$ cat src/rtl/ring_dma_pkg.sv
package ring_dma_pkg;

  typedef enum logic [3:0] {
    RS_CTRL     = 4'd0,
    RS_MASK     = 4'd1,
    RS_STATUS   = 4'd2,
    RS_TX_START = 4'd3,
    RS_TX_MID   = 4'd4,
    RS_TX_END   = 4'd5,
    RS_RX_START = 4'd6,
    RS_RX_MID   = 4'd7,
    RS_RX_END   = 4'd8,
    RS_TX_CUR   = 4'd9,
    RS_RX_CUR   = 4'd10
  } reg_sel_e;

  localparam int NCH     = 2;   // 0: fetch ring, 1: store ring
  localparam int REGS_CH = 3;   // start, half-way, end per ring
  localparam int SW      = 8;   // status and mask width

  // status bit positions
  localparam int ST_TX_MID = 0;
  localparam int ST_TX_END = 1;
  localparam int ST_RX_MID = 2;
  localparam int ST_RX_END = 3;
  localparam int ST_TX_UR  = 4;
  localparam int ST_RX_OR  = 5;

endpackage

$ cat src/rtl/ring_dma_chan.sv
module ring_dma_chan #(
  parameter int AW       = 32,
  parameter int DW       = 32,
  parameter bit IS_WRITE = 1'b0
) (
  input  logic          clk,
  input  logic          rst_n,
  input  logic          en,
  input  logic          tick,
  input  logic [AW-1:0] start_addr,
  input  logic [AW-1:0] mid_addr,
  input  logic [AW-1:0] end_addr,
  output logic          mem_valid,
  input  logic          mem_ready,
  output logic [AW-1:0] mem_addr,
  input  logic [DW-1:0] mem_rdata,
  input  logic [DW-1:0] word_in,
  output logic [DW-1:0] word_out,
  output logic [AW-1:0] cur_addr,
  output logic          hit_mid,
  output logic          hit_end,
  output logic          xrun
);
  localparam logic [AW-1:0] STEP = AW'(DW / 8);

  logic          pend;
  logic [AW-1:0] cur;
  logic [DW-1:0] word_q;
  logic          fire, accept, cap;
  logic [DW-1:0] src;

  assign mem_valid = pend & en;
  assign mem_addr  = cur;
  assign cur_addr  = cur;
  assign word_out  = word_q;

  assign fire    = mem_valid & mem_ready;
  assign accept  = en & tick & ~pend;
  assign xrun    = en & tick & pend;
  assign hit_mid = fire & (cur == mid_addr);
  assign hit_end = fire & (cur == end_addr);

  // store ring captures at the strobe, fetch ring at the grant
  assign cap = IS_WRITE ? accept : fire;
  assign src = IS_WRITE ? word_in : mem_rdata;

  always_ff @(posedge clk or negedge rst_n) begin
    if (!rst_n) begin
      pend <= 1'b0;
      cur  <= '0;
    end else if (!en) begin
      pend <= 1'b0;
      cur  <= start_addr;
    end else begin
      if (fire) begin
        pend <= 1'b0;
        cur  <= hit_end ? start_addr : cur + STEP;
      end
      if (accept) pend <= 1'b1;
    end
  end

  always_ff @(posedge clk or negedge rst_n) begin
    if (!rst_n)   word_q <= '0;
    else if (cap) word_q <= src;
  end

endmodule

$ cat src/rtl/ring_dma_regs.sv
module ring_dma_regs
  import ring_dma_pkg::*;
#(
  parameter int AW = 32,
  parameter int DW = 32
) (
  input  logic                   clk,
  input  logic                   rst_n,
  input  logic                   cfg_we,
  input  logic [3:0]             cfg_addr,
  input  logic [DW-1:0]          cfg_wdata,
  output logic [DW-1:0]          cfg_rdata,
  input  logic [NCH-1:0][AW-1:0] cur_addr,
  input  logic [SW-1:0]          set_bits,
  output logic                   dma_en,
  output logic [NCH-1:0][AW-1:0] ring_start,
  output logic [NCH-1:0][AW-1:0] ring_mid,
  output logic [NCH-1:0][AW-1:0] ring_end,
  output logic [SW-1:0]          status,
  output logic                   irq
);
  logic [SW-1:0] irq_mask;
  logic [SW-1:0] clr_bits;

  assign clr_bits = (cfg_we && cfg_addr == RS_STATUS) ? cfg_wdata[SW-1:0] : '0;
  assign irq      = |(status & irq_mask);

  always_ff @(posedge clk or negedge rst_n) begin
    if (!rst_n) begin
      dma_en     <= 1'b0;
      irq_mask   <= '0;
      status     <= '0;
      ring_start <= '0;
      ring_mid   <= '0;
      ring_end   <= '0;
    end else begin
      if (cfg_we && cfg_addr == RS_CTRL) dma_en   <= cfg_wdata[0];
      if (cfg_we && cfg_addr == RS_MASK) irq_mask <= cfg_wdata[SW-1:0];
      for (int c = 0; c < NCH; c++) begin
        if (cfg_we && cfg_addr == 4'(RS_TX_START + REGS_CH*c)) ring_start[c] <= cfg_wdata[AW-1:0];
        if (cfg_we && cfg_addr == 4'(RS_TX_MID   + REGS_CH*c)) ring_mid[c]   <= cfg_wdata[AW-1:0];
        if (cfg_we && cfg_addr == 4'(RS_TX_END   + REGS_CH*c)) ring_end[c]   <= cfg_wdata[AW-1:0];
      end
      status <= (status & ~clr_bits) | set_bits;
    end
  end

  always_comb begin
    cfg_rdata = '0;
    case (cfg_addr)
      RS_CTRL:     cfg_rdata = DW'(dma_en);
      RS_MASK:     cfg_rdata = DW'(irq_mask);
      RS_STATUS:   cfg_rdata = DW'(status);
      RS_TX_START: cfg_rdata = DW'(ring_start[0]);
      RS_TX_MID:   cfg_rdata = DW'(ring_mid[0]);
      RS_TX_END:   cfg_rdata = DW'(ring_end[0]);
      RS_RX_START: cfg_rdata = DW'(ring_start[1]);
      RS_RX_MID:   cfg_rdata = DW'(ring_mid[1]);
      RS_RX_END:   cfg_rdata = DW'(ring_end[1]);
      RS_TX_CUR:   cfg_rdata = DW'(cur_addr[0]);
      RS_RX_CUR:   cfg_rdata = DW'(cur_addr[1]);
      default:     cfg_rdata = '0;
    endcase
  end

endmodule

$ cat src/rtl/ring_dma_engine.sv
module ring_dma_engine
  import ring_dma_pkg::*;
#(
  parameter int AW = 32,
  parameter int DW = 32
) (
  input  logic          clk,
  input  logic          rst_n,
  input  logic          cfg_we,
  input  logic [3:0]    cfg_addr,
  input  logic [DW-1:0] cfg_wdata,
  output logic [DW-1:0] cfg_rdata,
  input  logic          frame_tick,
  input  logic [DW-1:0] rx_word,
  output logic [DW-1:0] tx_word,
  output logic          rd_valid,
  input  logic          rd_ready,
  output logic [AW-1:0] rd_addr,
  input  logic [DW-1:0] rd_data,
  output logic          wr_valid,
  input  logic          wr_ready,
  output logic [AW-1:0] wr_addr,
  output logic [DW-1:0] wr_data,
  output logic          irq
);
  logic                   dma_en;
  logic [NCH-1:0][AW-1:0] ring_start, ring_mid, ring_end, cur_addr, ch_addr;
  logic [NCH-1:0][DW-1:0] ch_rdata, ch_win, ch_wout;
  logic [NCH-1:0]         ch_valid, ch_ready, hit_mid, hit_end, xrun;
  logic [SW-1:0]          irq_status, set_bits;

  // per-ring memory side wiring: ring 0 reads, ring 1 writes
  assign ch_ready = {wr_ready, rd_ready};
  assign ch_rdata = {{DW{1'b0}}, rd_data};
  assign ch_win   = {rx_word, {DW{1'b0}}};

  assign rd_valid = ch_valid[0];
  assign rd_addr  = ch_addr[0];
  assign tx_word  = ch_wout[0];
  assign wr_valid = ch_valid[1];
  assign wr_addr  = ch_addr[1];
  assign wr_data  = ch_wout[1];

  always_comb begin
    set_bits            = '0;
    set_bits[ST_TX_MID] = hit_mid[0];
    set_bits[ST_TX_END] = hit_end[0];
    set_bits[ST_RX_MID] = hit_mid[1];
    set_bits[ST_RX_END] = hit_end[1];
    set_bits[ST_TX_UR]  = xrun[0];
    set_bits[ST_RX_OR]  = xrun[1];
  end

  ring_dma_regs #(.AW(AW), .DW(DW)) u_regs (
    .clk        (clk),
    .rst_n      (rst_n),
    .cfg_we     (cfg_we),
    .cfg_addr   (cfg_addr),
    .cfg_wdata  (cfg_wdata),
    .cfg_rdata  (cfg_rdata),
    .cur_addr   (cur_addr),
    .set_bits   (set_bits),
    .dma_en     (dma_en),
    .ring_start (ring_start),
    .ring_mid   (ring_mid),
    .ring_end   (ring_end),
    .status     (irq_status),
    .irq        (irq)
  );

  for (genvar g = 0; g < NCH; g++) begin : g_ring
    ring_dma_chan #(.AW(AW), .DW(DW), .IS_WRITE(g == 1)) u_chan (
      .clk        (clk),
      .rst_n      (rst_n),
      .en         (dma_en),
      .tick       (frame_tick),
      .start_addr (ring_start[g]),
      .mid_addr   (ring_mid[g]),
      .end_addr   (ring_end[g]),
      .mem_valid  (ch_valid[g]),
      .mem_ready  (ch_ready[g]),
      .mem_addr   (ch_addr[g]),
      .mem_rdata  (ch_rdata[g]),
      .word_in    (ch_win[g]),
      .word_out   (ch_wout[g]),
      .cur_addr   (cur_addr[g]),
      .hit_mid    (hit_mid[g]),
      .hit_end    (hit_end[g]),
      .xrun       (xrun[g])
    );
  end

endmodule

$ cat config.mk
export PLATFORM = sky130hd
export DESIGN_NAME = ring_dma_engine
export DESIGN_NICKNAME = d
export VERILOG_FILES = /design/src/rtl/ring_dma_pkg.sv /design/src/rtl/ring_dma_chan.sv /design/src/rtl/ring_dma_regs.sv /design/src/rtl/ring_dma_engine.sv
export SDC_FILE = /design/constraint.sdc
export NUM_CORES = 1
export LEC_CHECK = 0
export ABC_AREA = 1
export BUFFER_PORTS_ARGS = -buffer_cell sky130_fd_sc_hd__buf_2
export CORE_MARGIN = 2
export CORE_UTILIZATION = 50
export CTS_CLUSTER_SIZE = 20
export DETAILED_ROUTE_END_ITERATION = 16
export GPL_TIMING_DRIVEN = 0
export PLACE_DENSITY_LB_ADDON = 0.25
export SYNTH_ARGS = -nofsm -noshare
export SYNTH_HDL_FRONTEND = slang
export SYNTH_HIERARCHICAL = 1
export SYNTH_SLANG_ARGS = --single-unit
$ cat constraint.sdc
create_clock -name clk -period 5.1 [get_ports clk]
set_input_delay 1.275 -clock clk [delete_from_list [all_inputs] [get_ports clk]]
set_output_delay 1.275 -clock clk [all_outputs]
set_load 0.03 [all_outputs]
==> results of run 1 <==
sequential cells by signal (all words and copies together) (netlist names):
signal,count
g_ring.u_chan/cur_addr,64
g_ring.u_chan/pend,2
g_ring.u_chan/word_out,64
u_regs/dma_en,1
u_regs/irq_mask,8
u_regs/ring_end,64
u_regs/ring_mid,64
u_regs/ring_start,64
u_regs/status,8
metal layers:
layer / wire length [um] / track usage, % / part of all wire (%)
met2: 34800 / 57.8 / 44
met4: 2890 / 12.8 / 3.6
met1: 32400 / 53.9 / 41
met3: 8990 / 7.48 / 11
met5: 0 / 0 / 0
worst min-delay path: cells and delay by family, from the launching register on:
family / cells / cell delay, ns
DFF: 1 / 0.34
and+or+nand+nor: 2 / 0.09
area by class of cell:
class                      count  area share (%)
timing repair buffer         270            6.12
multi-input combinational   2087            40.7
clock inverter                19           0.825
inverter                     224            3.60
buffer                       199            4.86
tap                          525            2.81
sequential                   339            36.3
clock buffer                  52            4.74
cell usage after synthesis:
cell	n
sky130_fd_sc_hd__nand3_2	1
sky130_fd_sc_hd__nand4_1	16
sky130_fd_sc_hd__o22ai_1	6
sky130_fd_sc_hd__nand3_1	227
sky130_fd_sc_hd__conb_1	1
sky130_fd_sc_hd__nor3_1	6
sky130_fd_sc_hd__nand4_2	1
sky130_fd_sc_hd__mux2_2	32
sky130_fd_sc_hd__nand3_4	1
sky130_fd_sc_hd__or2_1	1
sky130_fd_sc_hd__o21ai_0	208
sky130_fd_sc_hd__nor4_1	5
sky130_fd_sc_hd__and2_1	1
sky130_fd_sc_hd__nor3b_1	1
sky130_fd_sc_hd__xor2_1	47
sky130_fd_sc_hd__nor2_2	8
sky130_fd_sc_hd__inv_2	4
sky130_fd_sc_hd__a221oi_1	6
sky130_fd_sc_hd__nor2_4	6
sky130_fd_sc_hd__or2_2	15
sky130_fd_sc_hd__dfrtp_1	339
sky130_fd_sc_hd__inv_1	219
sky130_fd_sc_hd__a211oi_1	1
sky130_fd_sc_hd__and3_1	1
sky130_fd_sc_hd__nand2_4	2
sky130_fd_sc_hd__nor2_1	219
sky130_fd_sc_hd__clkbuf_2	8
sky130_fd_sc_hd__buf_4	75
sky130_fd_sc_hd__ha_1	2
sky130_fd_sc_hd__nand2_2	9
sky130_fd_sc_hd__buf_1	8
sky130_fd_sc_hd__o2111ai_1	3
sky130_fd_sc_hd__a22o_1	4
sky130_fd_sc_hd__nand3b_1	6
sky130_fd_sc_hd__nor3_2	1
sky130_fd_sc_hd__o21ai_1	22
sky130_fd_sc_hd__xnor2_1	46
sky130_fd_sc_hd__clkinv_1	1
sky130_fd_sc_hd__o211a_1	1
sky130_fd_sc_hd__clkbuf_1	42
sky130_fd_sc_hd__buf_2	64
sky130_fd_sc_hd__nand2_1	1179
sky130_fd_sc_hd__nor2_8	1
sky130_fd_sc_hd__buf_6	2
logic make-up after synthesis:
group,count (synthesis)
compound gates,251
xor+xnor,93
fa+ha+maj,2
buf+inv,423
flops,339
mux,32
other cells,1
simple gates,1707
report_power, final:
group          switching (mW)  total, mW  internal, mW  leakage (nW)
clock network            1.18       2.86          1.68         0.652
logic                    2.95       4.52          1.57          7.60
registers               0.954       4.31          3.35          4.27
final timing paths:
kind	to	from	slack [ns]	cells after the start
worst max-delay path	cfg_rdata[8]	cfg_addr[0]	0.81	10
worst min-delay path	g_ring[0].u_chan/word_out[20]	g_ring[0].u_chan/word_out[20]	0.47	2
worst max register to register	g_ring[1].u_chan/cur_addr[17]	u_regs/dma_en	2.31	11
worst min register to register	g_ring[0].u_chan/word_out[20]	g_ring[0].u_chan/word_out[20]	0.47	2
max in group asynchronous	u_regs/irq_mask[4]	rst_n	3.39	2
min in group asynchronous	g_ring[1].u_chan/cur_addr[14]	rst_n	0.67	1
per-stage QoR:
step                worst slack, ns  total power, mW  setup TNS, ns  cell area, um2  util (%)
detailed placement            0.896             8.75              0           22000      55.7
global placement              -3.85             8.67       -1282.62           22000      55.5
floorplan                      1.56             7.08              0           20000         -
CTS                           0.893             11.6              0           23300      59.0
finish                        0.810             11.7              0           23300      59.0
global route                  0.734             12.3              0           23300      59.0
==> results.toml, run 1 <==
[critical_path]
critical_path.max_fanout = 10
path_buf_inv = 4
type_of_origin_of_the_critical_path = "input port"
cp_most_frequent_cell = "sky130_fd_sc_hd__nand2_1"
worst_path_largest_cell_delay_ns = 0.37
crit_path_max_delay_cell_type = "sky130_fd_sc_hd__buf_2"
type_of_element_capturing_the_critical_path = "output pin"
crit_chain = "buf_2 > inv_1 > nand2_1 > nor2_1 > buf_2 > nand2_1 > nand2_1 > nor2_1 > nand2_1 > buf_2"
cp_data_required_time_ns = 3.83
worstSetupPathType = "in2out"
critical_path_arrival_ns = 3.02
cpLargestDelayFamily = "buffers and inverters"

[synthesis]
yosysTopAreaCell = "sky130_fd_sc_hd__dfrtp_1"
yosysTopAreaCellShare_pct = 42.5
ys_ff_latch = 339
synth.cell_area_mm2 = 0.0200
yosysSeqAreaShare_pct = 42.5
synth_fa_ha_area_share_pct = 0.125
muxShareOfSynthArea_pct = 1.81
largest_family_of_logic_cells_by_synthesized_area = "simple AND/OR/NAND/NOR gates"
ys_types = 44
yosys-top-cells-area = "sky130_fd_sc_hd__dfrtp_1, sky130_fd_sc_hd__nand2_1, sky130_fd_sc_hd__nand3_1"
xor_xnor_portion_of_the_synthesized_cell_area_pct = 4.08
syn-instance-count = 2848
syn-mean-instance-area_um2 = 7.01
share_of_the_synthesized_area_in_compound_gates_ao_oa_aoi_oai_pct = 6.61
ys.warnings.count = 6
synth_simple_gate_area_share_pct = 35.0

[cells_and_area]
final_layout_size_suffix_gt1_share_pct = 17.7
nNetsFinal = 3268
final_cell_mix = "sky130_fd_sc_hd__nand2_1, sky130_fd_sc_hd__dfrtp_1, sky130_fd_sc_hd__buf_2, sky130_fd_sc_hd__nand3_1"
layout_commonest_cell = "sky130_fd_sc_hd__nand2_1"
register_area_mm2 = 0.00848
area.growth.synth_to_final_pct = 17.0
layoutNonFillerInstCount = 3715
insertedDiodeCount = 0
layout.filler_cells = 3811
multiInputGateArea_mm2 = 0.00950

[detailed_routing]
detail_route.drc_violations = 0
avgRoutedWirePerCell_um = 21.3
detail_route.wirelength_um = 79100
postRouteAntennaNets = 0
detailedRoute.firstPassIterationCount = 6
detail_route.vias_per_cell = 5.56
via_count = 20600
drt-initial-drc-count = 2533

[clocking]
cts_max_level = 2
post_cts_hold_buffers = 0
cts_buffer_depth = 3
cts_tree = "yes"
clock_sinks = 339
post-cts-setup-buffers = 0
cts.root.buffer_cell = "sky130_fd_sc_hd__clkbuf_16"
cts_resized = 0
path_clk_slew_ns = 0.06
worst_skew_pair.late_latency_ns = 0.57
cts-buffers-inserted = 39

[placed_design]
numPlacedInstances = 3644
hpwl_um = 61600
place.gp.congestion = 0.987
placement.io_buffers = 267

[floorplanning]
start_util_pct = 50.5
die_w_um = 204
floorplan.rows = 73
die_ht_um = 204
die_area_mm2 = 0.0415
design.portCount = 269
floorplan.core_area_mm2 = 0.0395

[sta]
setup_violations = 0
grt_setup_unrepaired = "false"
finalHoldWorstSlack_ns = 0.467
min_period_over_period_pct = 84.1
timing.final.hold_violations = 0
clock_skew_ns = 0.0163
timing.final.max_slew_violations = 0
fin_crit_ns = 4.29
timing.fmax_ghz = 0.233
max_slew.worst_pin.slew_ns = 0.656
max-slew-margin-rel_pct = 56.3

[pwr]
leak_pwr_nw = 12.5
power-per-cell-area_mw_per_mm2 = 501
peak_ir_drop_on_the_vdd_network_v = 0.000455

[global_route]
total_congestion_overflow_after_global_routing = 0
grt_first_pass_wirelength_um = 117000
grt_antenna_before_repair = 0
first_global_vias = 19300
global_route.usage.total_pct = 37.9
largest_net_degree_at_the_start_of_global_routing = 115

[flow_run]
maxCapViolations = 0

[status]
status = "completed"

[worst_hold_path]
hold_path.class = "reg2reg"
Power figures use the tool's default switching activity.
==> inputs of run 2 (changes only) <==
--- a/config.mk
+++ b/config.mk
@@ -5,7 +5,7 @@
 export SDC_FILE = /design/constraint.sdc
 export NUM_CORES = 1
 export LEC_CHECK = 0
-export ABC_AREA = 1
+export ABC_AREA = 0
 export BUFFER_PORTS_ARGS = -buffer_cell sky130_fd_sc_hd__buf_2
 export CORE_MARGIN = 2
 export CORE_UTILIZATION = 50
==> constraint.sdc (replaced) <==
create_clock -name clk -period 4.1 [get_ports clk]
set_input_delay 1.025 -clock clk [delete_from_list [all_inputs] [get_ports clk]]
set_output_delay 1.025 -clock clk [all_outputs]
set_load 0.03 [all_outputs]
==> run 2 against run 1 <==
Effect of this change:
- the run now ends with negative setup slack left
- design area down 3.3%
- count of clock-buffer cells in the layout up 5
- cell count down 30%
- non-clock buffer count unchanged
- clock skew up 0.0031 ns
- total power up 33%
- wire length down 8.2%
- largest power group unchanged
- flip-flop and latch count unchanged
- synthesized cell count down 38%
==> results.toml, run 2 <==
[status]
status = "finished, violations left"
failed_checks = "negative setup slack"

[global_route]
first_global_vias = 15600
grt_antenna_before_repair = 1
total_congestion_overflow_after_global_routing = 0
global_route.usage.total_pct = 36.7
largest_net_degree_at_the_start_of_global_routing = 105
grt_first_pass_wirelength_um = 104000

[synthesis]
synthArstFlopShare_pct = 100
yosys.cell_count.top_type = "sky130_fd_sc_hd__dfrtp_1"
synth_ff_type = "sky130_fd_sc_hd__dfrtp_1"
yosysTopAreaCellShare_pct = 44.3
ys_ff_latch = 339
yosysTopAreaCell = "sky130_fd_sc_hd__dfrtp_1"
yosys-top-cells-area = "sky130_fd_sc_hd__dfrtp_1, sky130_fd_sc_hd__mux2_2, sky130_fd_sc_hd__nand2_1"
syn-instance-count = 1759
synth.cell_area_mm2 = 0.0191
ys_top_cells_by_count = "sky130_fd_sc_hd__dfrtp_1, sky130_fd_sc_hd__mux2_2, sky130_fd_sc_hd__nand2_1"
ys.warnings.count = 6
number_of_enable_type_register_cells_in_the_synthesized_netlist = 0
ys_types = 89
syn-mean-instance-area_um2 = 10.9
yosysSeqAreaShare_pct = 44.3

[cells_and_area]
final_layout_size_suffix_gt1_share_pct = 36.1
nNetsFinal = 2182
final_cell_mix = "sky130_fd_sc_hd__dfrtp_1, sky130_fd_sc_hd__buf_2, sky130_fd_sc_hd__mux2_2, sky130_fd_sc_hd__nand2_1, sky130_fd_sc_hd__buf_4"
layoutNonFillerInstCount = 2614
area.growth.synth_to_final_pct = 17.9
layout.filler_cells = 3293
layout_commonest_cell = "sky130_fd_sc_hd__dfrtp_1"
final_core_util_pct = 59.9
design_area_mm2 = 0.0226

[detailed_routing]
detail_route.wirelength_um = 72600
via_count = 16200
postRouteAntennaNets = 0
drt-initial-drc-count = 1705
detail_route.vias_per_cell = 6.18
avgRoutedWirePerCell_um = 27.8
detail_route.drc_violations = 0
detailedRoute.firstPassIterationCount = 5

[floorplanning]
floorplan.core_area_mm2 = 0.0377
die_w_um = 200
design.portCount = 269
floorplan.rows = 71
die_ht_um = 200
die_area_mm2 = 0.0399
start_util_pct = 50.8

[clocking]
cts_max_level = 2
cts_tree = "yes"
cts-buffers-inserted = 39
cts.root.buffer_cell = "sky130_fd_sc_hd__clkbuf_16"
clock_sinks = 339
path_clk_slew_ns = 0.06
cts_buffer_depth = 3
worst_skew_pair.late_latency_ns = 0.56

[sta]
layout_setup_ws_ns = -0.0688
min_period_over_period_pct = 102
setup_violations = 3
finalHoldWorstSlack_ns = 0.353
grt_setup_unrepaired = "true"
fin_crit_ns = 4.17
max-slew-margin-rel_pct = 38.3
clock_skew_ns = 0.0194
timing.final.hold_violations = 0
timing.fmax_ghz = 0.240
timing.final.max_slew_violations = 0
max_slew.worst_pin.slew_ns = 0.922

[critical_path]
crit_path_max_delay_cell_type = "sky130_fd_sc_hd__o21ai_0"
worst_r2r_path_depth = 10
cp_most_frequent_cell = "sky130_fd_sc_hd__buf_2"
ff2ff_setup_slack_ns = 0.46
type_of_element_capturing_the_critical_path = "output pin"
worstSetupPathType = "in2out"
critical_path_arrival_ns = 3.14
endpoint_of_the_worst_register_to_register_path = "g_ring[0].u_chan/cur_addr[21]"
crit_chain = "buf_2 > buf_2 > and3b_1 > buf_1 > a22oi_1 > o21ai_0 > buf_2"
crit_path_launch = "cfg_addr[1]"
cp_data_required_time_ns = 3.07
critical_path.max_fanout = 10
regToRegStartpoint = "g_ring[0].u_chan/cur_addr[16]"
type_of_origin_of_the_critical_path = "input port"
worst_path_largest_cell_delay_ns = 0.46

[worst_hold_path]
hold_path.class = "in2async"

[placed_design]
hpwl_um = 56600
placement.io_buffers = 268
numPlacedInstances = 2542
placed_cell_area_mm2 = 0.0212
place.gp.congestion = 0.992

[pwr]
peak_ir_drop_on_the_vdd_network_v = 0.000445
power-per-cell-area_mw_per_mm2 = 687
leak_pwr_nw = 10.2

[flow_run]
maxCapViolations = 0
run 2: cell types whose count changed after synthesis, sizes merged, moves of 21 or more:
cell,delta
a21oi,+25
a22oi,+49
and3,+21
inv,-214
mux2,+224
mux2i,+34
nand2,-996
nand3,-183
nor2,-186
nor3,+32
nor4,+22
o21ai,-205
xnor2,+31
xor2,+31
run 2: kinds of logic after synthesis:
group / Yosys count / synth area share, %
flops: 339 / 44.3
buf+inv: 207 / 6.64
compound gates: 271 / 11.0
fa+ha+maj: 2 / 0.131
simple gates: 493 / 13.6
other cells: 1 / 0.0196
xor+xnor: 155 / 7.31
mux: 291 / 17.0
run 2: cell type report:
cell class	instances	area (um2)	share of cell area [%]
Multi-Input combinational cell	1214	9420	41.7
Sequential cell	339	8480	37.6
Timing Repair Buffer	273	1450	6.42
Buffer	196	1250	5.53
Clock buffer	57	1150	5.12
Tap cell	511	639	2.83
Clock inverter	11	126	0.560
Inverter	11	41.3	0.183
Antenna cell	2	5.00	0.0222
run 2: what timing repair did:
action | in CTS | in global routing
pin swaps | 1 | 0
gates resized for setup | 8 | 12
buffers inserted | 2 | 0
hold buffers | 0 | 0
setup endpoints to repair | 18 | 6
run 2: worst max-delay path by stage:
stage / to / slack, ns / cells after the start
finish: cfg_rdata[12] / -0.07 / 7
global route: cfg_rdata[1] / -0.04 / 8
CTS: cfg_rdata[12] / 0.02 / 7
detailed placement: cfg_rdata[13] / -0.26 / 7
global placement: u_regs/status[3] / -4.48 / 1
floorplan: cfg_rdata[16] / 0.55 / 6
run 2: worst max-delay path: cells and delay by family:
family                 cells  cell delay, ns
buffers and inverters      4            1.22
AND/OR/NAND/NOR            1            0.25
AO/OA/AOI/OAI              2            0.64
run 2: per-stage QoR:
stage / total power [mW] / setup WS (ns) / TNS, ns
6_report: 15.5 / -0.0688 / -0.0872
5_1_grt: 16.1 / -0.0384 / -0.0384
4_1_cts: 15.4 / 0.0248 / 0
3_5_place_dp: 11.9 / -0.260 / -1.95
3_3_place_gp: 11.8 / -4.48 / -1501.02
2_1_floorplan: 9.57 / 0.554 / 0
run 2: power breakdown:
group / internal [mW] / leakage [nW] / switching [mW]
combinational: 2.49 / 5.39 / 3.76
clock: 2.08 / 0.631 / 1.43
sequential: 4.35 / 4.16 / 1.38
run 2: metal layers:
layer	track usage, %	wire [um]
met1	50.0	30300
met2	55.9	32200
met3	6.21	6000
met4	19.7	4120
met5	0	0
